--- config.mk ---
export PLATFORM = sky130hd
export DESIGN_NAME = rl_deskew_cal
export DESIGN_NICKNAME = d
export VERILOG_FILES = /design/src/rtl/rl_cal_pkg.sv /design/src/rtl/rl_window_tracker.sv /design/src/rtl/rl_strobe_select.sv /design/src/rtl/rl_bit_delay.sv /design/src/rtl/rl_deskew_cal.sv
export SDC_FILE = /design/constraint.sdc
export NUM_CORES = 1
export LEC_CHECK = 0
export ABC_AREA = 1
export BUFFER_PORTS_ARGS = -buffer_cell sky130_fd_sc_hd__clkbuf_2
export CORE_UTILIZATION = 65
export CTS_BUF_LIST = sky130_fd_sc_hd__clkbuf_16
export CTS_CLUSTER_SIZE = 24
export DETAILED_ROUTE_END_ITERATION = 10
export HOLD_SLACK_MARGIN = 0.1
export PLACE_DENSITY_LB_ADDON = 0.25
export SETUP_SLACK_MARGIN = 0.1
export SKIP_LAST_GASP = 1
export SYNTH_ARGS = -nofsm -noshare
export SYNTH_HDL_FRONTEND = slang
export SYNTH_SLANG_ARGS = --single-unit
--- constraint.sdc ---
create_clock -name clk -period 29.5 [get_ports clk]
set_clock_uncertainty 0.1 [all_clocks]
set_input_delay 5.9 -clock clk [delete_from_list [all_inputs] [get_ports clk]]
set_output_delay 5.9 -clock clk [all_outputs]
set_load 0.005 [all_outputs]
--- src/rtl/rl_cal_pkg.sv ---
package rl_cal_pkg;
    typedef enum logic [2:0] {
        S_IDLE    = 3'd0,
        S_COLLECT = 3'd1,
        S_STEP    = 3'd2,
        S_CHOOSE  = 3'd3,
        S_APPLY   = 3'd4,
        S_DONE    = 3'd5
    } cal_state_t;
endpackage

--- src/rtl/rl_window_tracker.sv ---
// Tracks the longest contiguous passing run of one bit across the sweep.
module rl_window_tracker #(
    parameter int TAP_W = 5
) (
    input  logic             clk,
    input  logic             rst_n,
    input  logic             clear,
    input  logic             step,
    input  logic             pass,
    input  logic [TAP_W-1:0] tap,
    output logic             found,
    output logic [TAP_W-1:0] first,
    output logic [TAP_W-1:0] last
);
    localparam int LEN_W = TAP_W + 1;

    logic             in_run;
    logic [TAP_W-1:0] run_start;
    logic [LEN_W-1:0] run_len;
    logic [LEN_W-1:0] best_len;
    logic [LEN_W-1:0] len_next;
    logic [TAP_W-1:0] start_next;

    always_comb begin
        len_next   = in_run ? run_len + LEN_W'(1) : LEN_W'(1);
        start_next = in_run ? run_start : tap;
    end

    always_ff @(posedge clk or negedge rst_n) begin
        if (!rst_n) begin
            in_run    <= 1'b0;
            run_start <= '0;
            run_len   <= '0;
            best_len  <= '0;
            first     <= '0;
            last      <= '0;
        end else if (clear) begin
            in_run    <= 1'b0;
            run_start <= '0;
            run_len   <= '0;
            best_len  <= '0;
            first     <= '0;
            last      <= '0;
        end else if (step) begin
            if (pass) begin
                in_run    <= 1'b1;
                run_len   <= len_next;
                run_start <= start_next;
                // strictly longer only: the lower of equal runs is kept
                if (len_next > best_len) begin
                    best_len <= len_next;
                    first    <= start_next;
                    last     <= tap;
                end
            end else begin
                in_run  <= 1'b0;
                run_len <= '0;
            end
        end
    end

    assign found = (best_len != '0);
endmodule

--- src/rtl/rl_strobe_select.sv ---
// Chooses the lane strobe tap from all bit windows.
module rl_strobe_select #(
    parameter int NBITS = 8,
    parameter int TAP_W = 5
) (
    input  logic [NBITS-1:0]       found,
    input  logic [NBITS*TAP_W-1:0] first_flat,
    input  logic [NBITS*TAP_W-1:0] last_flat,
    output logic [TAP_W-1:0]       strobe
);
    localparam logic [TAP_W-1:0] TAP_MAX = '1;

    logic [TAP_W-1:0] in_lo, in_hi, un_lo, un_hi;
    logic [TAP_W:0]   sum;

    always_comb begin
        in_lo = '0;
        in_hi = TAP_MAX;
        un_lo = TAP_MAX;
        un_hi = '0;
        for (int i = 0; i < NBITS; i++) begin
            if (found[i]) begin
                if (first_flat[i*TAP_W +: TAP_W] > in_lo) in_lo = first_flat[i*TAP_W +: TAP_W];
                if (last_flat[i*TAP_W +: TAP_W]  < in_hi) in_hi = last_flat[i*TAP_W +: TAP_W];
                if (first_flat[i*TAP_W +: TAP_W] < un_lo) un_lo = first_flat[i*TAP_W +: TAP_W];
                if (last_flat[i*TAP_W +: TAP_W]  > un_hi) un_hi = last_flat[i*TAP_W +: TAP_W];
            end
        end
        if (in_lo <= in_hi) sum = {1'b0, in_lo} + {1'b0, in_hi};
        else                sum = {1'b0, un_lo} + {1'b0, un_hi};
        strobe = (found == '0) ? '0 : sum[TAP_W:1];
    end
endmodule

--- src/rtl/rl_bit_delay.sv ---
// Per-bit data delay: strobe minus window centre, clamped to the delay line.
module rl_bit_delay #(
    parameter int TAP_W  = 5,
    parameter int BTAP_W = 4
) (
    input  logic              found,
    input  logic [TAP_W-1:0]  strobe,
    input  logic [TAP_W-1:0]  first,
    input  logic [TAP_W-1:0]  last,
    output logic [BTAP_W-1:0] tap
);
    localparam int DW = TAP_W + 2;
    localparam logic signed [DW-1:0] BMAX = DW'((1 << BTAP_W) - 1);

    logic [TAP_W:0]         wsum;
    logic [TAP_W-1:0]       centre;
    logic signed [DW-1:0]   diff;

    always_comb begin
        wsum   = {1'b0, first} + {1'b0, last};
        centre = wsum[TAP_W:1];
        diff   = $signed({2'b00, strobe}) - $signed({2'b00, centre});
        if (!found || diff < 0) tap = '0;
        else if (diff > BMAX)   tap = '1;
        else                    tap = diff[BTAP_W-1:0];
    end
endmodule

--- src/rtl/rl_deskew_cal.sv ---
module rl_deskew_cal
    import rl_cal_pkg::*;
#(
    parameter int NBITS   = 8,
    parameter int TAP_W   = 5,
    parameter int BTAP_W  = 4,
    parameter int SAMPLES = 4
) (
    input  logic                    clk,
    input  logic                    rst_n,
    input  logic                    cal_start,
    output logic                    cal_done,
    output logic                    cal_err,
    output logic [TAP_W-1:0]        dqs_tap,
    output logic [NBITS*BTAP_W-1:0] bit_taps,
    input  logic                    cap_valid,
    input  logic [NBITS-1:0]        cap_rise,
    input  logic [NBITS-1:0]        cap_fall,
    input  logic [NBITS-1:0]        exp_rise,
    input  logic [NBITS-1:0]        exp_fall
);
    localparam int               CNT_W    = (SAMPLES > 1) ? $clog2(SAMPLES) : 1;
    localparam logic [CNT_W-1:0] CNT_LAST = CNT_W'(SAMPLES - 1);
    localparam logic [TAP_W-1:0] TAP_MAX  = '1;

    cal_state_t state_q, state_d;

    logic [TAP_W-1:0]        tap_q;
    logic [CNT_W-1:0]        cnt_q;
    logic [NBITS-1:0]        pass_q;
    logic                    err_q;
    logic [NBITS*BTAP_W-1:0] btap_q;

    logic                    launch;
    logic                    last_sample;
    logic [NBITS-1:0]        mism;
    logic [NBITS-1:0]        found;
    logic [NBITS*TAP_W-1:0]  first_flat, last_flat;
    logic [TAP_W-1:0]        strobe_sel;
    logic [NBITS*BTAP_W-1:0] btap_calc;

    assign launch      = cal_start && (state_q == S_IDLE || state_q == S_DONE);
    assign last_sample = cap_valid && (cnt_q == CNT_LAST);
    assign mism        = (cap_rise ^ exp_rise) | (cap_fall ^ exp_fall);

    // state register
    always_ff @(posedge clk or negedge rst_n) begin
        if (!rst_n) state_q <= S_IDLE;
        else        state_q <= state_d;
    end

    always_comb begin
        state_d = state_q;
        unique case (state_q)
            S_IDLE:    if (cal_start) state_d = S_COLLECT;
            S_COLLECT: if (last_sample) state_d = S_STEP;
            S_STEP:    state_d = (tap_q == TAP_MAX) ? S_CHOOSE : S_COLLECT;
            S_CHOOSE:  state_d = S_APPLY;
            S_APPLY:   state_d = S_DONE;
            S_DONE:    if (cal_start) state_d = S_COLLECT;
            default:   state_d = S_IDLE;
        endcase
    end

    // output and datapath registers
    always_ff @(posedge clk or negedge rst_n) begin
        if (!rst_n) begin
            tap_q  <= '0;
            cnt_q  <= '0;
            pass_q <= '1;
            err_q  <= 1'b0;
            btap_q <= '0;
        end else if (launch) begin
            tap_q  <= '0;
            cnt_q  <= '0;
            pass_q <= '1;
            err_q  <= 1'b0;
            btap_q <= '0;
        end else begin
            unique case (state_q)
                S_COLLECT: if (cap_valid) begin
                    pass_q <= pass_q & ~mism;
                    cnt_q  <= last_sample ? '0 : cnt_q + CNT_W'(1);
                end
                S_STEP: if (tap_q != TAP_MAX) begin
                    tap_q  <= tap_q + TAP_W'(1);
                    pass_q <= '1;
                end
                S_CHOOSE: begin
                    tap_q <= strobe_sel;
                    err_q <= ~&found;
                end
                S_APPLY: btap_q <= btap_calc;
                default: ;
            endcase
        end
    end

    genvar gi;
    generate
        for (gi = 0; gi < NBITS; gi++) begin : g_bit
            rl_window_tracker #(.TAP_W(TAP_W)) u_trk (
                .clk   (clk),
                .rst_n (rst_n),
                .clear (launch),
                .step  (state_q == S_STEP),
                .pass  (pass_q[gi]),
                .tap   (tap_q),
                .found (found[gi]),
                .first (first_flat[gi*TAP_W +: TAP_W]),
                .last  (last_flat[gi*TAP_W +: TAP_W])
            );
            rl_bit_delay #(.TAP_W(TAP_W), .BTAP_W(BTAP_W)) u_dly (
                .found  (found[gi]),
                .strobe (tap_q),
                .first  (first_flat[gi*TAP_W +: TAP_W]),
                .last   (last_flat[gi*TAP_W +: TAP_W]),
                .tap    (btap_calc[gi*BTAP_W +: BTAP_W])
            );
        end
    endgenerate

    rl_strobe_select #(.NBITS(NBITS), .TAP_W(TAP_W)) u_sel (
        .found      (found),
        .first_flat (first_flat),
        .last_flat  (last_flat),
        .strobe     (strobe_sel)
    );

    assign cal_done = (state_q == S_DONE);
    assign cal_err  = err_q;
    assign dqs_tap  = tap_q;
    assign bit_taps = btap_q;
endmodule

==> impl_metrics.env, run 1 <==
export IMPL_avgRoutedWirePerCell_um=17.28
export IMPL_number_of_antenna_violations_at_the_first_check_in_global_routing=1
export IMPL_hold_viol=0
export IMPL_source_of_the_worst_hold_timing_path="pass_q[7]"
export IMPL_syn_to_final_growth_pct=8.758
export IMPL_ys_dominant_reg_cell="dfrtp_1"
export IMPL_mean_area_per_synthesized_cell_um2=7.840
export IMPL_worstPathArrival_ps=14690
export IMPL_max_stage_delay_ps=820
export IMPL_timing_reg2reg_worst_path_depth=60
export IMPL_mappedNetlistNets=2989
export IMPL_number_of_buffers_between_clock_root_and_the_deepest_sink=3
export IMPL_clock_root_buffer_master="clkbuf_16"
export IMPL_chipHeight_um=181.3
export IMPL_synth_most_common_cell="nand2_1"
export IMPL_number_of_nets_at_the_end_of_the_flow=3058
export IMPL_hold_path_class="reg -> reg"
export IMPL_detailedPlacementHpwl_mm=40.29
export IMPL_grt_first_pass_wirelength_mm=89.84
export IMPL_vias_per_cell=6.039
export IMPL_reg2reg_to="dqs_tap[3]"
export IMPL_path_clk_slew_ps=60
export IMPL_timing_worst_slew_pin_value_ps=1224
export IMPL_cts_made_buffers=30
export IMPL_synthTopCellsByCount="nand2_1 (506), inv_1 (365), ha_1 (271)"
export IMPL_cts_tree="done"
export IMPL_grt_setup_unrepaired="false"
export IMPL_max_cap_viol_count=0
export IMPL_floorplan_core_area_mm2=0.03156
export IMPL_cpMaxStageDelayCell="a2111oi_2"
export IMPL_synth_edff_count=0
export IMPL_final_max_slew_viol_count=0
export IMPL_io_pin_count=75
export IMPL_synth_seq_cells=275
export IMPL_setup_reg_to_reg_worst_slack_ps=15190
export IMPL_grt_start_max_net_pins=170
export IMPL_insertion_delay_of_the_later_clocked_pin_in_the_worst_skew_pair_ps=590
export IMPL_timing_final_setup_violations=0
export IMPL_rows=65
export IMPL_drt_pass1_iterations=8
export IMPL_cts_hold_buf=0
export IMPL_num_vias=19070
export IMPL_post_cts_resize_count=0
export IMPL_max_freq_mhz=69.87
export IMPL_relSlewSlack_pct=18.34
export IMPL_design_die_area_mm2=0.03285
export IMPL_synth_largest_area_cell="dfrtp_1"
export IMPL_cts_setup_buffers=0
export IMPL_drtAntennaViolNets=0
export IMPL_final_util_pct=71.99
export IMPL_crit_reg2reg_launch="g_bit[0].u_trk.best_len[0]"
export IMPL_synth_top_cell_area_share_pct=31.99
export IMPL_synth_distinct_cells=52
export IMPL_ctsHtreeMaxLevel=1
export IMPL_grtUsageTotal_pct=33.54
export IMPL_first_global_vias=18620
export IMPL_timing_critical_path_to_type="register"
export IMPL_fin_crit_ps=14310
export IMPL_hold_path_cell_count=2
export IMPL_worstSetupStartpointType="register"
export IMPL_whs_endpoint="pass_q[7]"
export IMPL_worst_endpoint_required_ps=29880
export IMPL_syn_inst=2664
export IMPL_post_route_period_util_pct=48.52
export IMPL_global_route_overflow_total=0
export IMPL_initial_core_util_pct=66.19
export IMPL_port_buf_inserts=74
export IMPL_drc_violations=0
export IMPL_numPlacedInstances=3103
export IMPL_netlist_top_cells_area="dfrtp_1 (32%), ha_1 (16%), nand2_1 (9.1%), inv_1 (6.6%), o21ai_0 (6.4%)"
export IMPL_syn_cell_area_mm2=0.02089
export IMPL_gp_congestion=1.005
export IMPL_total_neg_setup_slack_ps=0
export IMPL_clock_sink_count=275
export IMPL_async_set_or_reset_flop_fraction_in_the_synthesized_netlist_pct=100.0
export IMPL_run_status="completed"
export IMPL_antenna_diode_count=0
export IMPL_timing_critical_path_fanout_max=23
export IMPL_detail_route_wirelength_mm=54.58
export IMPL_synth_sequential_area_ratio_pct=33.00
export IMPL_timing_setup_critical_path_class="reg -> reg"
export IMPL_instances_no_fill=3158
export IMPL_drt_initial_drc_count=1686
export IMPL_ys_warn_count=0
export IMPL_final_layout_size_suffix_gt1_share_pct=9.615
export IMPL_chipWidth_um=181.3
==> layer usage <==
layer  vias to the layer above  global-route usage [%]  wire length [µm]
li1                       9159                       -                 -
met1                      8995                   43.96             22730
met2                       758                   55.71             25180
met3                       157                   5.543              4547
met4                         2                   12.58              2106
met5                         -                       0                12
==> area by class of cell <==
cell class | count | area, µm²
clock inverter | 25 | 265.3
inverter | 372 | 1396
timing repair buffer | 88 | 498.0
tap | 402 | 503.0
fill | 2436 | 8840
sequential | 275 | 6892
clock buffer | 30 | 750.7
multi-input combinational | 1966 | 12410
==> logic make-up (layout without fill, tap and decap cells) <==
kind of cell	count (synthesis)	after routing	share of synthesized area (%)
muxes	59	59	3.139
xor gates and xnor gates	46	46	1.929
buffers and inverters	423	515	7.608
and+or+nand+nor	967	967	19.51
adders and majority gates	289	289	17.96
DFF	275	275	33.00
AOI/OAI and AO/OA	605	605	16.86
==> metrics by stage <==
step	hold slack [ps]	setup WS, ps	instance area, µm²
floorplan	353.9	17320	20890
global placement	359.7	16130	21700
detailed placement	370.5	15420	21700
CTS	380.7	15370	22720
global route	397.0	13630	22720
finish	374.9	15190	22720
==> placed cells by master, fill, tap and decap left out, types with 11 or more instances in the layout <==
| cell type | count |
|---|---|
| a2111oi_0 | 15 |
| a21oi_1 | 139 |
| a32o_1 | 16 |
| buf_4 | 13 |
| clkbuf_16 | 30 |
| clkbuf_2 | 73 |
| clkinv_1 | 11 |
| dfrtp_1 | 267 |
| fa_1 | 18 |
| ha_1 | 271 |
| inv_1 | 368 |
| mux2_2 | 52 |
| nand2_1 | 505 |
| nand2_2 | 22 |
| nand3_1 | 112 |
| nor2_1 | 225 |
| nor3_1 | 46 |
| o211ai_1 | 11 |
| o21ai_0 | 268 |
| o22ai_1 | 96 |
| or2_2 | 18 |
| xnor2_1 | 16 |
| xor2_1 | 30 |
==> state kept, by name, summed over array words and instances (netlist names), 3 cells and up <==
register / count
g_bit.u_trk.best_len: 48
g_bit.u_trk.run_len: 48
g_bit.u_trk.first: 40
g_bit.u_trk.last: 40
g_bit.u_trk.run_start: 40
bit_taps: 32
g_bit.u_trk.in_run: 8
pass_q: 8
dqs_tap: 5
state_q: 3
==> critical path, delay by kind of cell (launching register included) <==
family	cells	cell delay (ps)
fa+ha+maj	8	2470
simple gates	22	2690
flops	1	400
buf+inv	4	360
compound gates	26	8180
==> how the worst max path moves through the flow <==
stage                          startpoint         end  slack (ps)  cells past startpoint
4_1_cts        g_bit[0].u_trk.best_len[0]  dqs_tap[3]       15370                     58
5_1_grt        g_bit[0].u_trk.best_len[0]  dqs_tap[3]       13630                     60
2_1_floorplan  g_bit[0].u_trk.best_len[0]  dqs_tap[3]       17320                     61
3_3_place_gp   g_bit[0].u_trk.best_len[0]  dqs_tap[3]       16130                     60
3_5_place_dp   g_bit[0].u_trk.best_len[0]  dqs_tap[3]       15420                     58
6_report       g_bit[0].u_trk.best_len[0]  dqs_tap[3]       15190                     60
Power of run 1 is not shown: default switching activity piles up to over one toggle a cycle in this logic, so the estimate is an artifact.
==> run 2, diff against run 1 <==
--- a/config.mk
+++ b/config.mk
@@ -5,9 +5,9 @@
 export SDC_FILE = /design/constraint.sdc
 export NUM_CORES = 1
 export LEC_CHECK = 0
-export ABC_AREA = 1
+export ABC_AREA = 0
 export BUFFER_PORTS_ARGS = -buffer_cell sky130_fd_sc_hd__clkbuf_2
-export CORE_UTILIZATION = 65
+export CORE_UTILIZATION = 64
 export CTS_BUF_LIST = sky130_fd_sc_hd__clkbuf_16
 export CTS_CLUSTER_SIZE = 24
 export DETAILED_ROUTE_END_ITERATION = 10
==> constraint.sdc (replaced) <==
create_clock -name clk -period 14.4 [get_ports clk]
set_clock_uncertainty 0.1 [all_clocks]
set_input_delay 2.88 -clock clk [delete_from_list [all_inputs] [get_ports clk]]
set_output_delay 2.88 -clock clk [all_outputs]
set_load 0.005 [all_outputs]
==> run 2 against run 1 <==
Utilization grew 1.7 points. Global-route usage barely moved. Final cell count is 4.5% lower. Hold slack is essentially flat. Die area up 7.0%. Non-clock buffer count increased by 62. Register-to-register slack worse by 15000 ps. Sequential share of layout area is 2.6 points lower. Worst setup slack got worse by 15000 ps. Flip-flop and latch count unchanged. Cell area increased by 9.4%. Critical path depth up 7. Critical path type unchanged. Largest cell class unchanged.
==> impl_metrics.env, run 2 <==
export IMPL_synth_seq_cells=275
export IMPL_mean_area_per_synthesized_cell_um2=8.949
export IMPL_crit_reg2reg_launch="g_bit[0].u_trk.best_len[2]"
export IMPL_chipWidth_um=187.5
export IMPL_synth_edff_count=0
export IMPL_timing_critical_path_max_delay_family="compound AO/OA/AOI/OAI gates"
export IMPL_final_setup_worst_slack_ps=352.2
export IMPL_run_status="completed"
export IMPL_static_leakage_power_nw=12.00
export IMPL_synth_largest_area_cell="dfrtp_1"
export IMPL_timing_worst_slew_pin_value_ps=893.7
export IMPL_netlist_top_cells_area="dfrtp_1 (30%), ha_1 (15%), mux2i_1 (5.5%), nand2_1 (4.7%), a21o_1 (3.5%)"
export IMPL_grtUsageTotal_pct=33.57
export IMPL_grt_start_max_net_pins=101
export IMPL_source_of_the_worst_hold_timing_path="bit_taps[23]"
export IMPL_cts_hold_buf=0
export IMPL_vias_per_cell=6.395
export IMPL_worst_path_stages=67
export IMPL_synthTopCellsByCount="nand2_1 (278), ha_1 (271), dfrtp_1 (267)"
export IMPL_endpoint="dqs_tap[0]"
export IMPL_timing_setup_critical_path_class="reg -> reg"
export IMPL_syn_to_final_growth_pct=12.81
export IMPL_port_buf_inserts=74
export IMPL_yosys_area_share_xor_xnor_pct=3.937
export IMPL_relSlewSlack_pct=40.42
export IMPL_timing_reg2reg_worst_path_depth=67
export IMPL_clock_root_buffer_master="clkbuf_16"
export IMPL_worstPathArrival_ps=14450
export IMPL_synth_top_cell_area_share_pct=30.34
export IMPL_cpMaxStageDelayCell="or4_4"
export IMPL_compound_gate_portion_of_the_synthesized_area_pct=19.99
export IMPL_fillCellCount=2455
export IMPL_avgRoutedWirePerCell_um=20.05
export IMPL_max_cap_viol_count=0
export IMPL_drt_pass1_iterations=6
export IMPL_yosys_area_share_adder_pct=17.03
export IMPL_cts_tree="done"
export IMPL_detailedPlacementHpwl_mm=42.91
export IMPL_setup_reg_to_reg_worst_slack_ps=350
export IMPL_mappedNetlistNets=2786
export IMPL_ctsHtreeMaxLevel=1
export IMPL_rows=67
export IMPL_design_die_area_mm2=0.03516
export IMPL_antenna_diode_count=0
export IMPL_gp_congestion=0.9789
export IMPL_grt_first_pass_wirelength_mm=95.79
export IMPL_timing_critical_path_to_type="register"
export IMPL_clock_sink_count=275
export IMPL_num_vias=19290
export IMPL_number_of_buffers_between_clock_root_and_the_deepest_sink=3
export IMPL_global_route_overflow_total=0
export IMPL_reg_top3="g_bit.u_trk.best_len (48), g_bit.u_trk.run_len (48)"
export IMPL_hold_viol=0
export IMPL_crit_path_start="g_bit[0].u_trk.best_len[2]"
export IMPL_detail_route_wirelength_mm=60.48
export IMPL_final_layout_size_suffix_gt1_share_pct=14.05
export IMPL_async_set_or_reset_flop_fraction_in_the_synthesized_netlist_pct=100.0
export IMPL_insertion_delay_of_the_later_clocked_pin_in_the_worst_skew_pair_ps=590
export IMPL_final_util_pct=73.72
export IMPL_fin_total_pwr_w=0.004929
export IMPL_path_clk_slew_ps=60
export IMPL_hold_path_class="reg -> reg"
export IMPL_syn_inst=2461
export IMPL_chipHeight_um=187.5
export IMPL_layout_common_cells="nand2_1 (277), ha_1 (269), dfrtp_1 (266), nor2_1 (195), inv_1 (150)"
export IMPL_grt_setup_unrepaired="true"
export IMPL_number_of_antenna_violations_at_the_first_check_in_global_routing=0
export IMPL_place_worst_setup_slack_ps=-312.3
export IMPL_synth_distinct_cells=90
export IMPL_synth_mux_area_fraction_pct=7.374
export IMPL_synthSimpleGateAreaFrac_pct=15.99
export IMPL_timing_critical_path_fanout_max=11
export IMPL_synth_most_common_cell="nand2_1"
export IMPL_post_route_period_util_pct=97.55
export IMPL_io_pin_count=75
export IMPL_cts_made_buffers=31
export IMPL_number_of_nets_at_the_end_of_the_flow=2870
export IMPL_worstSetupStartpointType="register"
export IMPL_drc_violations=0
export IMPL_syn_cell_area_mm2=0.02202
export IMPL_first_global_vias=18810
export IMPL_initial_core_util_pct=65.35
export IMPL_final_max_slew_viol_count=0
export IMPL_reg2reg_to="dqs_tap[0]"
export IMPL_synth_sequential_area_ratio_pct=31.29
export IMPL_final_common_cell="nand2_1"
export IMPL_drt_initial_drc_count=1436
export IMPL_main_combinational_cell_family_by_area_after_synthesis="compound AO/OA/AOI/OAI gates"
export IMPL_drtAntennaViolNets=0
export IMPL_worst_endpoint_required_ps=14800
export IMPL_ys_dominant_reg_cell="dfrtp_1"
export IMPL_floorplan_core_area_mm2=0.03370
export IMPL_max_freq_mhz=71.19
export IMPL_p_per_area_mw_per_mm2=198.4
export IMPL_max_stage_delay_ps=460
export IMPL_ys_warn_count=0
export IMPL_highest_ir_drop_seen_on_vdd_v=0.0001327
export IMPL_timing_critical_path_buf_inv=7
export IMPL_timing_final_setup_violations=0
export IMPL_fin_crit_ps=14050
-- run 2: cell count changes after synthesis, moves of 34 or more --
| cell | before | now |
|---|---|---|
| o31ai_1 | 8 | 42 |
| and2_1 | 10 | 61 |
| a21o_1 | 0 | 104 |
| inv_1 | 365 | 148 |
| nand2_1 | 506 | 278 |
| nand3_1 | 112 | 47 |
| mux2i_1 | 7 | 120 |
| a211oi_1 | 2 | 45 |
| o22ai_1 | 96 | 11 |
| nor2b_1 | 0 | 38 |
| o21ai_0 | 268 | 146 |
-- run 2: cell families (layout without fill, tap and decap cells) --
logic type      Yosys count  in the layout
flops                   275            275
fa+ha+maj               289            289
compound gates          646            646
simple gates            747            748
buf+inv                 248            355
xor+xnor                 99             99
mux                     157            157
-- run 2: metal layers --
metal	GRT usage, %	wire length, µm	vias up
li1	-	-	9009
met1	44.30	25400	9408
met2	56.83	28600	726
met3	4.454	4493	150
met4	11.44	1982	0
met5	0	0	-
-- run 2: how the worst min path moves through the flow --
stage / slack [ps] / end / depth (start not counted)
finish: 380 / bit_taps[23] / 2
global route: 410 / bit_taps[29] / 2
CTS: 380 / bit_taps[9] / 2
detailed placement: 370 / bit_taps[9] / 2
global placement: 350 / pass_q[4] / 2
floorplan: 340 / pass_q[4] / 2
-- run 2: tightest hold or removal path: stages (launching register included) --
cell	delay, ps
dfrtp_1	340
nand2_1	40
o21ai_0	60
-- run 2: through the flow --
stage	std cells	cell area [µm²]	hold WS (ps)	setup TNS, ps
2_1_floorplan	2461	22020	343.9	0
3_3_place_gp	2923	22930	354.0	0
3_5_place_dp	2923	22930	370.0	-400.6
4_1_cts	2982	24040	384.2	0
5_1_grt	3017	24850	410.9	-854.4
6_report	3017	24850	375.1	0
-- run 2: layout make-up --
cell class              count  area [µm²]  share of cell area, %
multi-input cells        1939       14850                  59.78
inverters                 148       555.5                  2.236
clock buffers              31       775.7                  3.122
repair buffers            150       958.4                  3.858
clock inverters            26       250.2                  1.007
well taps                 448       560.5                  2.256
flip-flops and latches    275        6893                  27.74
-- run 2: report_power, final --
group | internal [W] | leakage, nW | total, W | switching (W)
logic | 0.00130 | 7.72 | 0.00301 | 0.00171
clock network | 0.000478 | 0.507 | 0.000813 | 0.000335
registers | 0.000899 | 3.77 | 0.00111 | 0.000206
total | 0.00268 | 12.0 | 0.00493 | 0.00225
-- run 2: timing repair --
item / CTS / global route
pin swaps: 1 / 36
setup buffers: 2 / 34
cloned: 0 / 1
endpoints found under the hold margin: 0 / 0
endpoints found under the setup margin: 5 / 5
gates resized for setup: 15 / 100
Power figures use the tool's default switching activity.
